File: src/rtl/smb_pkg.sv
// Shared types for the SMBus host: register offsets, protocol codes and
// the per-step operation decoder that orders each transaction.
package smb_pkg;

    localparam logic [2:0] RA_STATUS = 3'd0;
    localparam logic [2:0] RA_CTRL   = 3'd1;
    localparam logic [2:0] RA_CMD    = 3'd2;
    localparam logic [2:0] RA_ADDR   = 3'd3;
    localparam logic [2:0] RA_DATA   = 3'd4;

    localparam logic [2:0] PROTO_BYTE  = 3'b001;
    localparam logic [2:0] PROTO_BDATA = 3'b010;

    typedef enum logic [1:0] {OP_START, OP_TX, OP_RX, OP_STOP} op_kind_e;
    typedef enum logic [1:0] {SRC_AW, SRC_AR, SRC_CMD, SRC_DAT} op_src_e;

    typedef struct packed {
        op_kind_e kind;
        op_src_e  src;
    } op_t;

    function automatic op_t mk_op(input op_kind_e k, input op_src_e s);
        op_t o;
        o.kind = k;
        o.src  = s;
        return o;
    endfunction

    // Returns the operation for a step of the selected transaction.
    function automatic op_t seq_op(input logic wide, input logic rd, input logic [2:0] step);
        op_t o;
        o = mk_op(OP_STOP, SRC_CMD);
        if (!wide) begin
            case (step)
                3'd0: o = mk_op(OP_START, SRC_AW);
                3'd1: o = mk_op(OP_TX, rd ? SRC_AR : SRC_AW);
                3'd2: o = rd ? mk_op(OP_RX, SRC_CMD) : mk_op(OP_TX, SRC_CMD);
                default: o = mk_op(OP_STOP, SRC_CMD);
            endcase
        end else if (!rd) begin
            case (step)
                3'd0: o = mk_op(OP_START, SRC_AW);
                3'd1: o = mk_op(OP_TX, SRC_AW);
                3'd2: o = mk_op(OP_TX, SRC_CMD);
                3'd3: o = mk_op(OP_TX, SRC_DAT);
                default: o = mk_op(OP_STOP, SRC_CMD);
            endcase
        end else begin
            case (step)
                3'd0: o = mk_op(OP_START, SRC_AW);
                3'd1: o = mk_op(OP_TX, SRC_AW);
                3'd2: o = mk_op(OP_TX, SRC_CMD);
                3'd3: o = mk_op(OP_START, SRC_AR);
                3'd4: o = mk_op(OP_TX, SRC_AR);
                3'd5: o = mk_op(OP_RX, SRC_DAT);
                default: o = mk_op(OP_STOP, SRC_CMD);
            endcase
        end
        return o;
    endfunction

endpackage

File: src/rtl/smb_tick.sv
// Bit-rate divider. Emits one tick every cfg_div+1 cycles while run is high.
// Assumes cfg_div is held stable while run is high; the count restarts at
// zero whenever run is low so transaction timing is repeatable.
module smb_tick #(
    parameter int DIV_W = 12
) (
    input  logic             clk,
    input  logic             rst_n,
    input  logic             run,
    input  logic [DIV_W-1:0] cfg_div,
    output logic             tick
);
    logic [DIV_W-1:0] cnt;

    assign tick = run && (cnt == cfg_div);

    // Count the cycles between ticks.
    always_ff @(posedge clk) begin
        if (!rst_n || !run || tick) cnt <= '0;
        else                        cnt <= cnt + 1'b1;
    end
endmodule

File: src/rtl/smb_tmo.sv
// Clock-low watchdog. Counts cycles while the engine has released the clock
// and waits for it to rise but the wired clock stays low. Raises hit when the
// count reaches cfg_tmo. Assumes the engine leaves the wait state on hit.
module smb_tmo #(
    parameter int TMO_W = 16
) (
    input  logic             clk,
    input  logic             rst_n,
    input  logic             waiting,
    input  logic             scl_i,
    input  logic [TMO_W-1:0] cfg_tmo,
    output logic             hit
);
    logic [TMO_W-1:0] cnt;
    logic             held;

    assign held = waiting && !scl_i;
    assign hit  = held && (cnt == cfg_tmo);

    // Measure how long the clock has been held low.
    always_ff @(posedge clk) begin
        if (!rst_n || !held) cnt <= '0;
        else                 cnt <= cnt + 1'b1;
    end
endmodule

File: src/rtl/smb_regs.sv
// Register file: status (sticky flags plus live busy), control with the
// self-clearing go bit, command, address and data. Decodes go requests and
// takes received bytes from the engine. Assumes one register access per cycle.
module smb_regs
    import smb_pkg::*;
(
    input  logic       clk,
    input  logic       rst_n,
    input  logic [2:0] reg_addr,
    input  logic       reg_we,
    input  logic [7:0] reg_wdata,
    output logic [7:0] reg_rdata,
    input  logic       busy,
    input  logic       ev_ok,
    input  logic       ev_nack,
    input  logic       ev_tmo,
    input  logic       rx_we,
    input  logic       rx_to_cmd,
    input  logic [7:0] rx_byte,
    output logic       go,
    output logic       wide,
    output logic       dir_rd,
    output logic [6:0] addr7,
    output logic [7:0] cmd_q,
    output logic [7:0] dat_q,
    output logic [4:1] flags
);
    logic [7:0] ctrl_q;
    logic [7:0] addr_q;
    logic       wr_stat, wr_ctrl, start_req, proto_ok, bad;
    logic [4:1] w1c, set;

    assign wr_stat   = reg_we && (reg_addr == RA_STATUS);
    assign wr_ctrl   = reg_we && (reg_addr == RA_CTRL);
    assign start_req = wr_ctrl && reg_wdata[6] && !busy;
    assign proto_ok  = (reg_wdata[4:2] == PROTO_BYTE) || (reg_wdata[4:2] == PROTO_BDATA);
    assign go        = start_req && proto_ok;
    assign bad       = start_req && !proto_ok;
    assign wide      = (reg_wdata[4:2] == PROTO_BDATA);
    assign dir_rd    = addr_q[0];
    assign addr7     = addr_q[7:1];
    assign w1c       = wr_stat ? reg_wdata[4:1] : 4'b0;
    assign set       = {bad, ev_tmo, ev_nack, ev_ok};

    // Hold the registers; engine results take priority over software writes.
    always_ff @(posedge clk) begin
        if (!rst_n) begin
            flags  <= '0;
            ctrl_q <= '0;
            cmd_q  <= '0;
            addr_q <= '0;
            dat_q  <= '0;
        end else begin
            flags <= (flags & ~w1c) | set;
            if (wr_ctrl) ctrl_q <= {reg_wdata[7], 1'b0, reg_wdata[5:0]};
            if (rx_we && rx_to_cmd)                   cmd_q <= rx_byte;
            else if (reg_we && reg_addr == RA_CMD)    cmd_q <= reg_wdata;
            if (reg_we && reg_addr == RA_ADDR)        addr_q <= reg_wdata;
            if (rx_we && !rx_to_cmd)                  dat_q <= rx_byte;
            else if (reg_we && reg_addr == RA_DATA)   dat_q <= reg_wdata;
        end
    end

    // Read multiplexer.
    always_comb begin
        case (reg_addr)
            RA_STATUS: reg_rdata = {3'b000, flags, busy};
            RA_CTRL:   reg_rdata = ctrl_q;
            RA_CMD:    reg_rdata = cmd_q;
            RA_ADDR:   reg_rdata = addr_q;
            RA_DATA:   reg_rdata = dat_q;
            default:   reg_rdata = 8'h00;
        endcase
    end
endmodule

File: src/rtl/smb_engine.sv
// Transaction and bit sequencer. Each operation (start, byte out, byte in,
// stop) spans four divider ticks per bit: set data, release clock, wait for
// the clock high and act, pull the clock low. A NACK diverts to the stop.
// Assumes the address, command and data registers are stable while busy.
module smb_engine
    import smb_pkg::*;
(
    input  logic       clk,
    input  logic       rst_n,
    input  logic       go,
    input  logic       wide,
    input  logic       dir_rd,
    input  logic [6:0] addr7,
    input  logic [7:0] cmd_byte,
    input  logic [7:0] dat_byte,
    input  logic       tick,
    input  logic       tmo_hit,
    input  logic       scl_i,
    input  logic       sda_i,
    output logic       busy,
    output logic       waiting,
    output logic       scl_lo,
    output logic       sda_lo,
    output logic       ev_ok,
    output logic       ev_nack,
    output logic       ev_tmo,
    output logic       rx_we,
    output logic       rx_to_cmd,
    output logic [7:0] rx_byte
);
    logic [2:0] step;
    logic [1:0] ph;
    logic [3:0] bitn;
    logic       wide_q, rd_q, nack_q, ack_hi;
    op_t        cur;
    logic [7:0] tx_byte;
    logic       drive0, is_bit;

    assign cur     = nack_q ? mk_op(OP_STOP, SRC_CMD) : seq_op(wide_q, rd_q, step);
    assign is_bit  = (cur.kind == OP_TX) || (cur.kind == OP_RX);
    assign waiting = busy && (ph == 2'd2);

    // Select the byte that the current output operation shifts out.
    always_comb begin
        case (cur.src)
            SRC_AW:  tx_byte = {addr7, 1'b0};
            SRC_AR:  tx_byte = {addr7, 1'b1};
            SRC_CMD: tx_byte = cmd_byte;
            default: tx_byte = dat_byte;
        endcase
    end

    // Data-line level to set while the clock is low.
    always_comb begin
        case (cur.kind)
            OP_START: drive0 = 1'b0;
            OP_STOP:  drive0 = 1'b1;
            OP_TX:    drive0 = (bitn < 4'd8) ? ~tx_byte[3'(4'd7 - bitn)] : 1'b0;
            default:  drive0 = 1'b0;
        endcase
    end

    // Advance phases, bits and steps; report results.
    always_ff @(posedge clk) begin
        if (!rst_n) begin
            busy <= 1'b0; step <= '0; ph <= '0; bitn <= '0;
            wide_q <= 1'b0; rd_q <= 1'b0; nack_q <= 1'b0; ack_hi <= 1'b0;
            scl_lo <= 1'b0; sda_lo <= 1'b0;
            ev_ok <= 1'b0; ev_nack <= 1'b0; ev_tmo <= 1'b0;
            rx_we <= 1'b0; rx_to_cmd <= 1'b0; rx_byte <= '0;
        end else begin
            ev_ok <= 1'b0; ev_nack <= 1'b0; ev_tmo <= 1'b0; rx_we <= 1'b0;
            if (!busy) begin
                if (go) begin
                    busy <= 1'b1; step <= '0; ph <= '0; bitn <= '0;
                    nack_q <= 1'b0; wide_q <= wide; rd_q <= dir_rd;
                end
            end else if (tmo_hit) begin
                busy <= 1'b0; scl_lo <= 1'b0; sda_lo <= 1'b0; ev_tmo <= 1'b1;
            end else if (tick && (ph != 2'd2 || scl_i)) begin
                ph <= ph + 2'd1;
                case (ph)
                    2'd0: sda_lo <= drive0;
                    2'd1: scl_lo <= 1'b0;
                    2'd2: begin
                        if (cur.kind == OP_START)     sda_lo <= 1'b1;
                        else if (cur.kind == OP_STOP) sda_lo <= 1'b0;
                        else if (bitn < 4'd8)         rx_byte <= {rx_byte[6:0], sda_i};
                        else                          ack_hi <= sda_i;
                    end
                    default: begin
                        if (cur.kind == OP_STOP) begin
                            busy <= 1'b0; ev_ok <= !nack_q; ev_nack <= nack_q;
                        end else begin
                            scl_lo <= 1'b1;
                            if (is_bit && bitn != 4'd8) begin
                                bitn <= bitn + 4'd1;
                            end else begin
                                bitn <= '0;
                                step <= step + 3'd1;
                                if (cur.kind == OP_TX && ack_hi) nack_q <= 1'b1;
                                if (cur.kind == OP_RX) begin
                                    rx_we <= 1'b1;
                                    rx_to_cmd <= (cur.src == SRC_CMD);
                                end
                            end
                        end
                    end
                endcase
            end
        end
    end
endmodule

File: src/rtl/smb_host.sv
// SMBus host top: register file, bit-rate divider, clock-low watchdog and
// transaction sequencer. Assumes external pull-ups on both lines and that
// cfg_div and cfg_tmo change only while the engine is idle.
module smb_host #(
    parameter int DIV_W = 12,
    parameter int TMO_W = 16
) (
    input  logic             clk,
    input  logic             rst_n,
    input  logic [2:0]       reg_addr,
    input  logic             reg_we,
    input  logic [7:0]       reg_wdata,
    output logic [7:0]       reg_rdata,
    input  logic [DIV_W-1:0] cfg_div,
    input  logic [TMO_W-1:0] cfg_tmo,
    input  logic             scl_i,
    input  logic             sda_i,
    output logic             scl_lo,
    output logic             sda_lo,
    output logic             irq
);
    logic       busy, waiting, tick, tmo_hit, go, wide, dir_rd;
    logic       ev_ok, ev_nack, ev_tmo, rx_we, rx_to_cmd;
    logic [7:0] rx_byte, cmd_q, dat_q;
    logic [6:0] addr7;
    logic [4:1] flags;

    assign irq = |flags;

    smb_regs u_regs (
        .clk(clk), .rst_n(rst_n), .reg_addr(reg_addr), .reg_we(reg_we),
        .reg_wdata(reg_wdata), .reg_rdata(reg_rdata), .busy(busy),
        .ev_ok(ev_ok), .ev_nack(ev_nack), .ev_tmo(ev_tmo), .rx_we(rx_we),
        .rx_to_cmd(rx_to_cmd), .rx_byte(rx_byte), .go(go), .wide(wide),
        .dir_rd(dir_rd), .addr7(addr7), .cmd_q(cmd_q), .dat_q(dat_q),
        .flags(flags)
    );

    smb_tick #(.DIV_W(DIV_W)) u_tick (
        .clk(clk), .rst_n(rst_n), .run(busy), .cfg_div(cfg_div), .tick(tick)
    );

    smb_tmo #(.TMO_W(TMO_W)) u_tmo (
        .clk(clk), .rst_n(rst_n), .waiting(waiting), .scl_i(scl_i),
        .cfg_tmo(cfg_tmo), .hit(tmo_hit)
    );

    smb_engine u_eng (
        .clk(clk), .rst_n(rst_n), .go(go), .wide(wide), .dir_rd(dir_rd),
        .addr7(addr7), .cmd_byte(cmd_q), .dat_byte(dat_q), .tick(tick),
        .tmo_hit(tmo_hit), .scl_i(scl_i), .sda_i(sda_i), .busy(busy),
        .waiting(waiting), .scl_lo(scl_lo), .sda_lo(sda_lo), .ev_ok(ev_ok),
        .ev_nack(ev_nack), .ev_tmo(ev_tmo), .rx_we(rx_we),
        .rx_to_cmd(rx_to_cmd), .rx_byte(rx_byte)
    );
endmodule

File: config.mk
export PLATFORM = sky130hd
export DESIGN_NAME = smb_host
export DESIGN_NICKNAME = d
export VERILOG_FILES = /design/src/rtl/smb_pkg.sv /design/src/rtl/smb_tick.sv /design/src/rtl/smb_tmo.sv /design/src/rtl/smb_regs.sv /design/src/rtl/smb_engine.sv /design/src/rtl/smb_host.sv
export SDC_FILE = /design/constraint.sdc
export NUM_CORES = 1
export LEC_CHECK = 0
export BUFFER_PORTS_ARGS = -buffer_cell sky130_fd_sc_hd__buf_2
export CELL_PAD_IN_SITES_DETAIL_PLACEMENT = 0
export CELL_PAD_IN_SITES_GLOBAL_PLACEMENT = 1
export CORE_MARGIN = 8
export CORE_UTILIZATION = 48
export DETAILED_ROUTE_END_ITERATION = 8
export GPL_TIMING_DRIVEN = 0
export MAX_ROUTING_LAYER = met4
export PLACE_DENSITY = 0.91
export SYNTH_ARGS = -nofsm -noshare
export SYNTH_HDL_FRONTEND = slang
export SYNTH_SLANG_ARGS = --single-unit
File: constraint.sdc
create_clock -name clk -period 7.3 [get_ports clk]
set_clock_uncertainty 0.2 [all_clocks]
set_input_delay 0 -clock clk [delete_from_list [all_inputs] [get_ports clk]]
set_output_delay 0 -clock clk [all_outputs]
set_load 0.02 [all_outputs]
==> key figures, run 1 <==
Route
  • Vias: between 4000 and 5000
  • Drt first pass iters: 7
  • DR vias/cell: around 5.7
  • Drt wl/cell: roughly 17 µm
  • Initial drt markers: 309
  • WL final: 13.7 mm
  • Detail Route Antenna Nets: 0
  • DRC violations left: 0

STA
  • Setup TNS: 0 ns
  • Final Hold Fails: 0
  • Max Slew Vio Count: 0
  • Final period demand of the worst path: between 3 and 4 ns
  • Maximum clock frequency: 291 MHz
  • Final setup vio count: 0
  • Max_slew headroom: 36.2%
  • Period Utilization, post-route: 47.0%
  • Worst slew pin tran: 0.949 ns
  • Unrepaired setup endpoints after global routing: no

Placement
  • Hpwl dp: 10.5 mm
  • Placed inst area: 0.00552 mm²
  • IO Port Bufs: 50
  • Routability congestion estimate: 0.895

Clock tree
  • CTS max path bufs: 2
  • Root buf cell: clkbuf_8
  • Post-CTS Setup Repair Bufs: 0
  • Resized cells post-CTS: 0
  • Worst skew pair latency: 0.36 ns
  • CTS tree: done
  • Clk sinks: between 90 and 100
  • Clk pin slew, worst setup/hold paths: 0.10 ns
  • CTS H-tree lvls: 3
  • Hold_buf cts: 15
  • CTS Buf Count: 9

Logic synthesis
  • Top cells by area, synth: dfxtp_1 (36%), mux2i_1 (7.7%), xnor2_1 (6.0%)
  • #FFs+latches synth: 92
  • Yosys warnings: 0
  • Avg Inst Size Synth: ~8.4 µm²
  • Post-Syn Nets: 672
  • EDFF count, synth: 0
  • Top FF cell, synth: dfxtp_1
  • Library cells used by synthesis: 59
  • Synth Cell Area: 0.00510 mm²
  • Yosys top cell by area: dfxtp_1
  • Syn Inst Count: 611
  • Post-synth top area share: 36.1%
  • Register area share after synthesis: 36.1%
  • Async set or reset register ratio after synthesis: 0%

Global routing
  • Wire length of the first global-routing pass: 23.2 mm
  • GRT Util Overall: 20.3%
  • Largest net degree at the start of global routing: 19
  • Remaining Overflow, GRT: 0
  • Antenna violations before repair: 0
  • Vias in the first global route: 4790

Pwr
  • P_int: 707 µW
  • Highest ir drop seen on vdd: 0.0000955 V
  • Combinational power share: 7.7%
  • Sequential Power Share: 53.8%
  • Net Sw Frac: 25.8%
  • Clock share of power: 38.4%
  • Cell leakage power: 2.22 nW
  • Pwr Density: approximately 160 mW/mm²
  • Total design power: 952 µW
  • Total net switching power: between 200 and 250 µW

Worst setup path
  • CP max-delay cell: nand3_1
  • Max stage delay on crit path: 0.45 ns
  • Critical path endpoint category: flop
  • Cell family with the largest share of critical-path delay: simple AND/OR/NAND/NOR gates
  • Critical path cell sequence: ha_1, ha_1, or3_1, o2111ai_1, and2_1, inv_1, ha_1, nor3b_1, nand3_1, mux2i_1, nor2_1
  • Crit path max fanout: 8
  • CP required: between 7 and 8 ns
  • Setup Crit Path Kind: flop to flop
  • Startpoint Class: flop
  • Worst path bufs/invs: 1
  • Most used cell, CP: ha_1
  • Worst Path Arrival: 3.48 ns

Final layout
  • Fillers: roughly 950
  • Post-route cell area: slightly below 0.006 mm²
  • Post-layout nets: around 750
  • Share of layout cells above drive strength 1: 11.7%
  • Ant diodes: 0
  • Final core utilization: a little under three fifths
  • Area growth syn-to-layout: 15.4%

Status
  • Outcome: finished clean

Floorplanning
  • Core area: 0.0103 mm²
  • Initial core utilization: 49.4%
  • Die span in y: about 120 µm
  • Horizontal die dimension: 119 µm
  • Num ports: 55
  • DIE AREA: 0.0142 mm²
  • Site Rows: 37

Worst hold path
  • Hold Crit Class: primary input to flop

Flow run
  • Max_cap viols: 0
==> layout by cell type, fill, tap and decap left out, types with 4 or more instances in the layout <==
master / netlist / layout
a211oi_1: 14 / 14
a21oi_1: 34 / 34
a311oi_1: 9 / 9
and2_1: 8 / 8
and3_1: 9 / 9
buf_2: 6 / 56
clkbuf_1: 26 / 26
clkbuf_8: 0 / 9
dfxtp_1: 92 / 92
dlygate4sd3_1: 0 / 15
ha_1: 17 / 17
inv_1: 20 / 20
mux2i_1: 39 / 39
nand2_1: 54 / 54
nand2b_1: 8 / 8
nand3_1: 32 / 32
nand4_1: 14 / 14
nor2_1: 79 / 79
nor2b_1: 8 / 8
nor3_1: 6 / 6
nor4_1: 4 / 4
o21ai_0: 9 / 9
o221ai_1: 4 / 4
o22ai_1: 8 / 8
o31ai_1: 5 / 5
or4_1: 5 / 5
xnor2_1: 35 / 35
xor2_1: 18 / 18
==> area by class of cell <==
| class | count | area, µm² | share of cell area, % |
|---|---|---|---|
| multi-input combinational | 465 | 3040 | 51.7 |
| sequential | 92 | 1840 | 31.3 |
| timing repair buffer | 65 | 400 | 6.80 |
| tap | 136 | 170 | 2.89 |
| buffer | 33 | 139 | 2.36 |
| clock buffer | 9 | 124 | 2.10 |
| clock inverter | 7 | 93.8 | 1.59 |
| inverter | 21 | 78.8 | 1.34 |
==> metal layers <==
metal | wire (µm) | vias to the layer above | global-route usage [%]
met3 | 715 | 16 | 2.60
li1 | - | 2327 | -
met4 | 195 | 0 | 6.32
met1 | 6360 | 2255 | 26.0
met5 | 0 | - | -
met2 | 6480 | 137 | 32.5
==> per-stage QoR <==
stage / hold slack (ns) / setup slack (ns) / instances
floorplan: -0.0640 / 4.37 / 611
global placement: 0.0789 / 4.01 / 797
detailed placement: 0.0783 / 3.89 / 797
CTS: 0.000276 / 3.87 / 828
global route: 0.0325 / 3.63 / 828
finish: 0.0159 / 3.87 / 828
==> cell usage after synthesis (all sizes together) (7+ instances only) <==
cell     n
a211oi  14
a21oi   34
a311oi   9
and2     8
and3     9
buf      7
clkbuf  26
dfxtp   92
ha      17
inv     21
mux2i   39
nand2   54
nand2b   8
nand3   32
nand4   14
nor2    80
nor2b    8
o21ai   11
o22ai    9
xnor2   35
xor2    18
==> worst paths after layout <==
check        cells past startpoint     startpoint               end  slack, ns
min                              5    reg_addr[1]  u_regs.ctrl_q[4]       0.02
min reg2reg                      2  u_eng.ev_nack   u_regs.flags[2]       0.26
max                             11  u_eng.step[0]  u_eng.rx_byte[3]       3.87
max reg2reg                     11  u_eng.step[0]  u_eng.rx_byte[3]       3.87
==> state kept, by name, summed over array words and instances, names as in the netlist <==
| signal | count |
|---|---|
| u_tmo.cnt | 16 |
| u_eng.rx_byte | 8 |
| u_eng.scl_lo | 1 |
| u_eng.ev_ok | 1 |
| u_eng.sda_lo | 1 |
| u_regs.dat_q | 8 |
| u_eng.wide_q | 1 |
| u_eng.ack_hi | 1 |
| u_regs.cmd_q | 8 |
| u_eng.rx_we | 1 |
| u_eng.ev_nack | 1 |
| u_regs.flags | 4 |
| u_eng.bitn | 4 |
| u_eng.rd_q | 1 |
| u_eng.busy | 1 |
| u_eng.step | 3 |
| u_eng.ph | 2 |
| u_regs.addr_q | 8 |
| u_regs.ctrl_q | 7 |
| u_eng.ev_tmo | 1 |
| u_eng.rx_to_cmd | 1 |
| u_tick.cnt | 12 |
| u_eng.nack_q | 1 |
==> tightest hold or removal path, cell delays in order <==
cell	delay, ns
buf_2	0.08
nor4bb_1	0.04
buf_2	0.20
mux2i_1	0.15
nor2_1	0.07
==> kinds of logic (layout without fill, tap and decap cells) <==
kind of cell | count (synthesis) | after routing | synth area share, %
simple gates | 241 | 241 | 22.9
compound gates | 114 | 114 | 15.4
flops | 92 | 92 | 36.1
buf+inv | 54 | 135 | 4.27
xor+xnor | 53 | 53 | 9.10
mux | 40 | 40 | 8.09
fa+ha+maj | 17 | 17 | 4.17
==> power groups by stage <==
stage	registers (mW)	logic [mW]	clock network [mW]
3_3_place_gp	0.524	0.0657	0
5_1_grt	0.513	0.0805	0.395
3_5_place_dp	0.524	0.0667	0
6_report	0.512	0.0736	0.366
2_1_floorplan	0.521	0.0402	0
4_1_cts	0.512	0.0729	0.374
Power figures use the tool's default switching activity.
==> run 2: changes to the inputs <==
--- a/config.mk
+++ b/config.mk
@@ -5,15 +5,16 @@
 export SDC_FILE = /design/constraint.sdc
 export NUM_CORES = 1
 export LEC_CHECK = 0
+export ABC_AREA = 1
 export BUFFER_PORTS_ARGS = -buffer_cell sky130_fd_sc_hd__buf_2
 export CELL_PAD_IN_SITES_DETAIL_PLACEMENT = 0
 export CELL_PAD_IN_SITES_GLOBAL_PLACEMENT = 1
 export CORE_MARGIN = 8
-export CORE_UTILIZATION = 48
+export CORE_UTILIZATION = 42
 export DETAILED_ROUTE_END_ITERATION = 8
 export GPL_TIMING_DRIVEN = 0
 export MAX_ROUTING_LAYER = met4
-export PLACE_DENSITY = 0.91
+export PLACE_DENSITY = 0.86
 export SYNTH_ARGS = -nofsm -noshare
 export SYNTH_HDL_FRONTEND = slang
 export SYNTH_SLANG_ARGS = --single-unit
==> constraint.sdc (replaced) <==
create_clock -name clk -period 3.6 [get_ports clk]
set_clock_uncertainty 0.2 [all_clocks]
set_input_delay 0 -clock clk [delete_from_list [all_inputs] [get_ports clk]]
set_output_delay 0 -clock clk [all_outputs]
set_load 0.02 [all_outputs]
==> key figures, run 2 <==
Clock tree
  • CTS H-tree lvls: 3
  • Hold_buf cts: 11
  • Resized cells post-CTS: 0
  • Root buf cell: clkbuf_16
  • Clk pin slew, worst setup/hold paths: 0.07 ns
  • Worst skew pair latency: 0.35 ns
  • CTS tree: done
  • Post-CTS Setup Repair Bufs: 0
  • CTS Buf Count: 9
  • Clk sinks: 92
  • CTS max path bufs: 2

Final layout
  • Ant diodes: 0
  • Max reg flops: 16
  • Post-route cell area: 0.00604 mm²
  • Commonest cells after routing, fill and taps aside: nand2_1 (132), inv_1 (104), dfxtp_1 (92)
  • Reg area: 0.00184 mm²
  • Biggest regs: u_tmo.cnt (16), u_tick.cnt (12)
  • Largest reg by FF count: u_tmo.cnt
  • Most common cell after layout, fill and taps aside: nand2_1
  • Final core utilization: 50.3%
  • Post-layout nets: 907
  • Fillers: 1225
  • Area growth syn-to-layout: 16.5%
  • Final non-filler cell total: 998
  • Area of the multi-input gates: 0.00287 mm²
  • Share of layout cells above drive strength 1: a little over a tenth

Logic synthesis
  • Syn Inst Count: 771
  • Yosys warnings: 0
  • Register area share after synthesis: between 30% and 40%
  • Area fraction in and, or, nand and nor cells after synthesis: 32.8%
  • Post-Syn Nets: 832
  • Avg Inst Size Synth: roughly 6.7 µm²
  • Post-synth top area share: 35.5%
  • Yosys top cell by area: dfxtp_1
  • Main combinational cell family by area after synthesis: simple AND/OR/NAND/NOR gates
  • Top FF cell, synth: dfxtp_1
  • Library cells used by synthesis: between 40 and 50
  • Async set or reset register ratio after synthesis: 0%
  • EDFF count, synth: 0
  • Post-synthesis adder-cell area fraction: ~4%
  • Synth Area in Compound Gates: 16.2%
  • Xor/xnor share of the synthesized area: 2.19%
  • Count leader, synth: nand2_1
  • #FFs+latches synth: 92
  • Proportion of synthesized area in mux cells: 0%
  • Top cells by area, synth: dfxtp_1 (36%), nand2_1 (9.6%), inv_1 (7.5%)
  • Most frequent cells after synthesis: nand2_1 (132), inv_1 (104), dfxtp_1 (92), nor2_1 (87), nand3_1 (64)
  • Synth Cell Area: 0.00519 mm²

Floorplanning
  • Initial core utilization: a little over two fifths
  • Num ports: 55
  • Site Rows: 40
  • DIE AREA: 0.0162 mm²
  • Core area: approximately 0.012 mm²
  • Horizontal die dimension: 127 µm
  • Die span in y: 127 µm

Route
  • Drt first pass iters: 5
  • Vias: 5307
  • Initial drt markers: between 300 and 400
  • Drt wl/cell: 14.6 µm
  • DR vias/cell: 5.32
  • WL final: between 10 and 15 mm
  • DRC violations left: 0
  • Detail Route Antenna Nets: 0

Global routing
  • GRT Util Overall: 18.9%
  • Antenna violations before repair: 0
  • Vias in the first global route: 5272
  • Wire length of the first global-routing pass: 24.5 mm
  • Remaining Overflow, GRT: 0
  • Largest net degree at the start of global routing: 15

Flow run
  • Max_cap viols: 0

Worst setup path
  • Crit path max fanout: 7
  • Worst Path Arrival: 3.27 ns
  • Critical path endpoint category: flop
  • CP required: 3.63 ns
  • CP Launch Point: u_eng.step[0]
  • R2R cell count: 17
  • Worst R2R Setup Slack: 0.36 ns
  • Setup Crit Path Kind: flop to flop
  • Worst setup endpoint: u_eng.step[1]
  • Startpoint Class: flop
  • Worst r2r src: u_eng.step[0]
  • Worst r2r dst: u_eng.step[1]

STA
  • Final period demand of the worst path: around 3.2 ns
  • Max Slew Vio Count: 0
  • Setup TNS: 0 ns
  • Max_slew headroom: 23.1%
  • Maximum clock frequency: 308 MHz
  • Worst Hold Slack: 0.0407 ns
  • Final setup vio count: 0
  • Final Hold Fails: 0
  • Worst slew pin tran: around 1.1 ns
  • Period Utilization, post-route: 90.1%
  • Unrepaired setup endpoints after global routing: no
  • Setup ws final: 0.357 ns

Placement
  • Routability congestion estimate: ~0.89
  • IO Port Bufs: 53
  • Post-placement cell count: 971
  • Pre-CTS setup slack: 0.395 ns
  • Hpwl dp: between 10 and 15 mm
  • Placed inst area: between 0.005 and 0.006 mm²

Status
  • Outcome: finished clean

Pwr
  • Sequential Power Share: 48.0%
  • Total net switching power: 518 µW
  • Combinational power share: under 10%
  • Cell leakage power: 2.42 nW
  • Clock share of power: roughly 44%
  • Net Sw Frac: 23.9%
  • Total design power: 2.17 mW
  • Highest ir drop seen on vdd: 0.000225 V
  • Pwr Density: 359 mW/mm²
  • P_int: 1.65 mW

Worst hold path
  • Hold Crit Class: primary input to flop
  • Hold Path Depth: 4
run 2: cell count changes in the layout (fill, tap and decap cells not counted), sizes merged, moves of 11 or more:
cell and change:
inv +83, o21ai +50, xor2 -11, mux2i -39, xnor2 -29, nand2 +83
nor3 +36, nand3 +33, a21oi +19, nor2 +13, a31oi +15
run 2: power by group through the flow:
stage | registers, mW | clock network (mW) | logic [mW]
after floorplan | 1.06 | 0 | 0.0902
after global placement | 1.06 | 0 | 0.151
after detailed placement | 1.06 | 0 | 0.153
after CTS | 1.04 | 0.985 | 0.163
after global routing | 1.04 | 1.03 | 0.183
final | 1.04 | 0.963 | 0.164
run 2: how the worst min path moves through the flow:
stage                     slack, ns    startpoint                to
after detailed placement       0.09         sda_i      u_eng.ack_hi
final                          0.04   reg_addr[1]  u_regs.addr_q[3]
after CTS                      0.01   reg_addr[1]  u_regs.addr_q[0]
after floorplan               -0.06  reg_wdata[1]  u_regs.ctrl_q[1]
after global routing           0.07   reg_addr[1]  u_regs.addr_q[5]
after global placement          0.1         sda_i      u_eng.ack_hi
run 2: worst max-delay path, cell delays in order, from the launching register on:
cell and delay (ns):
dfxtp_1 0.42, inv_1 0.11, ha_1 0.26, inv_1 0.09, nor2_1 0.08, a21oi_1 0.13, nand2_1 0.06, nand2_1 0.05
nand2_1 0.05, a21oi_1 0.32, inv_1 0.14, ha_1 0.28, nor2_1 0.22, o21ai_2 0.14, a21oi_2 0.23, inv_1 0.10
nand2_2 0.14, o21ai_0 0.09
run 2: per-layer routing:
metal	global-route usage [%]	vias up	routed length (µm)
met5	-	-	0
met4	7.84	0	305
met3	3.16	25	640
met2	30.2	130	6640
met1	23.1	2431	6950
li1	-	2721	-
run 2: cell families (layout without fill, tap and decap cells):
| logic type | after synthesis | in the layout |
|---|---|---|
| DFF | 92 | 92 |
| and+or+nand+nor | 375 | 375 |
| adders and majority gates | 17 | 17 |
| xor gates and xnor gates | 13 | 13 |
| buffers and inverters | 125 | 205 |
| AOI/OAI and AO/OA | 149 | 149 |
run 2: area by class of cell:
cell class,count,share of cell area [%]
multi-input combinational,554,47.5
sequential,92,30.5
inverter,108,6.71
timing repair buffer,64,6.21
clock buffer,12,4.08
tap,147,3.04
buffer,17,1.20
clock inverter,4,0.808
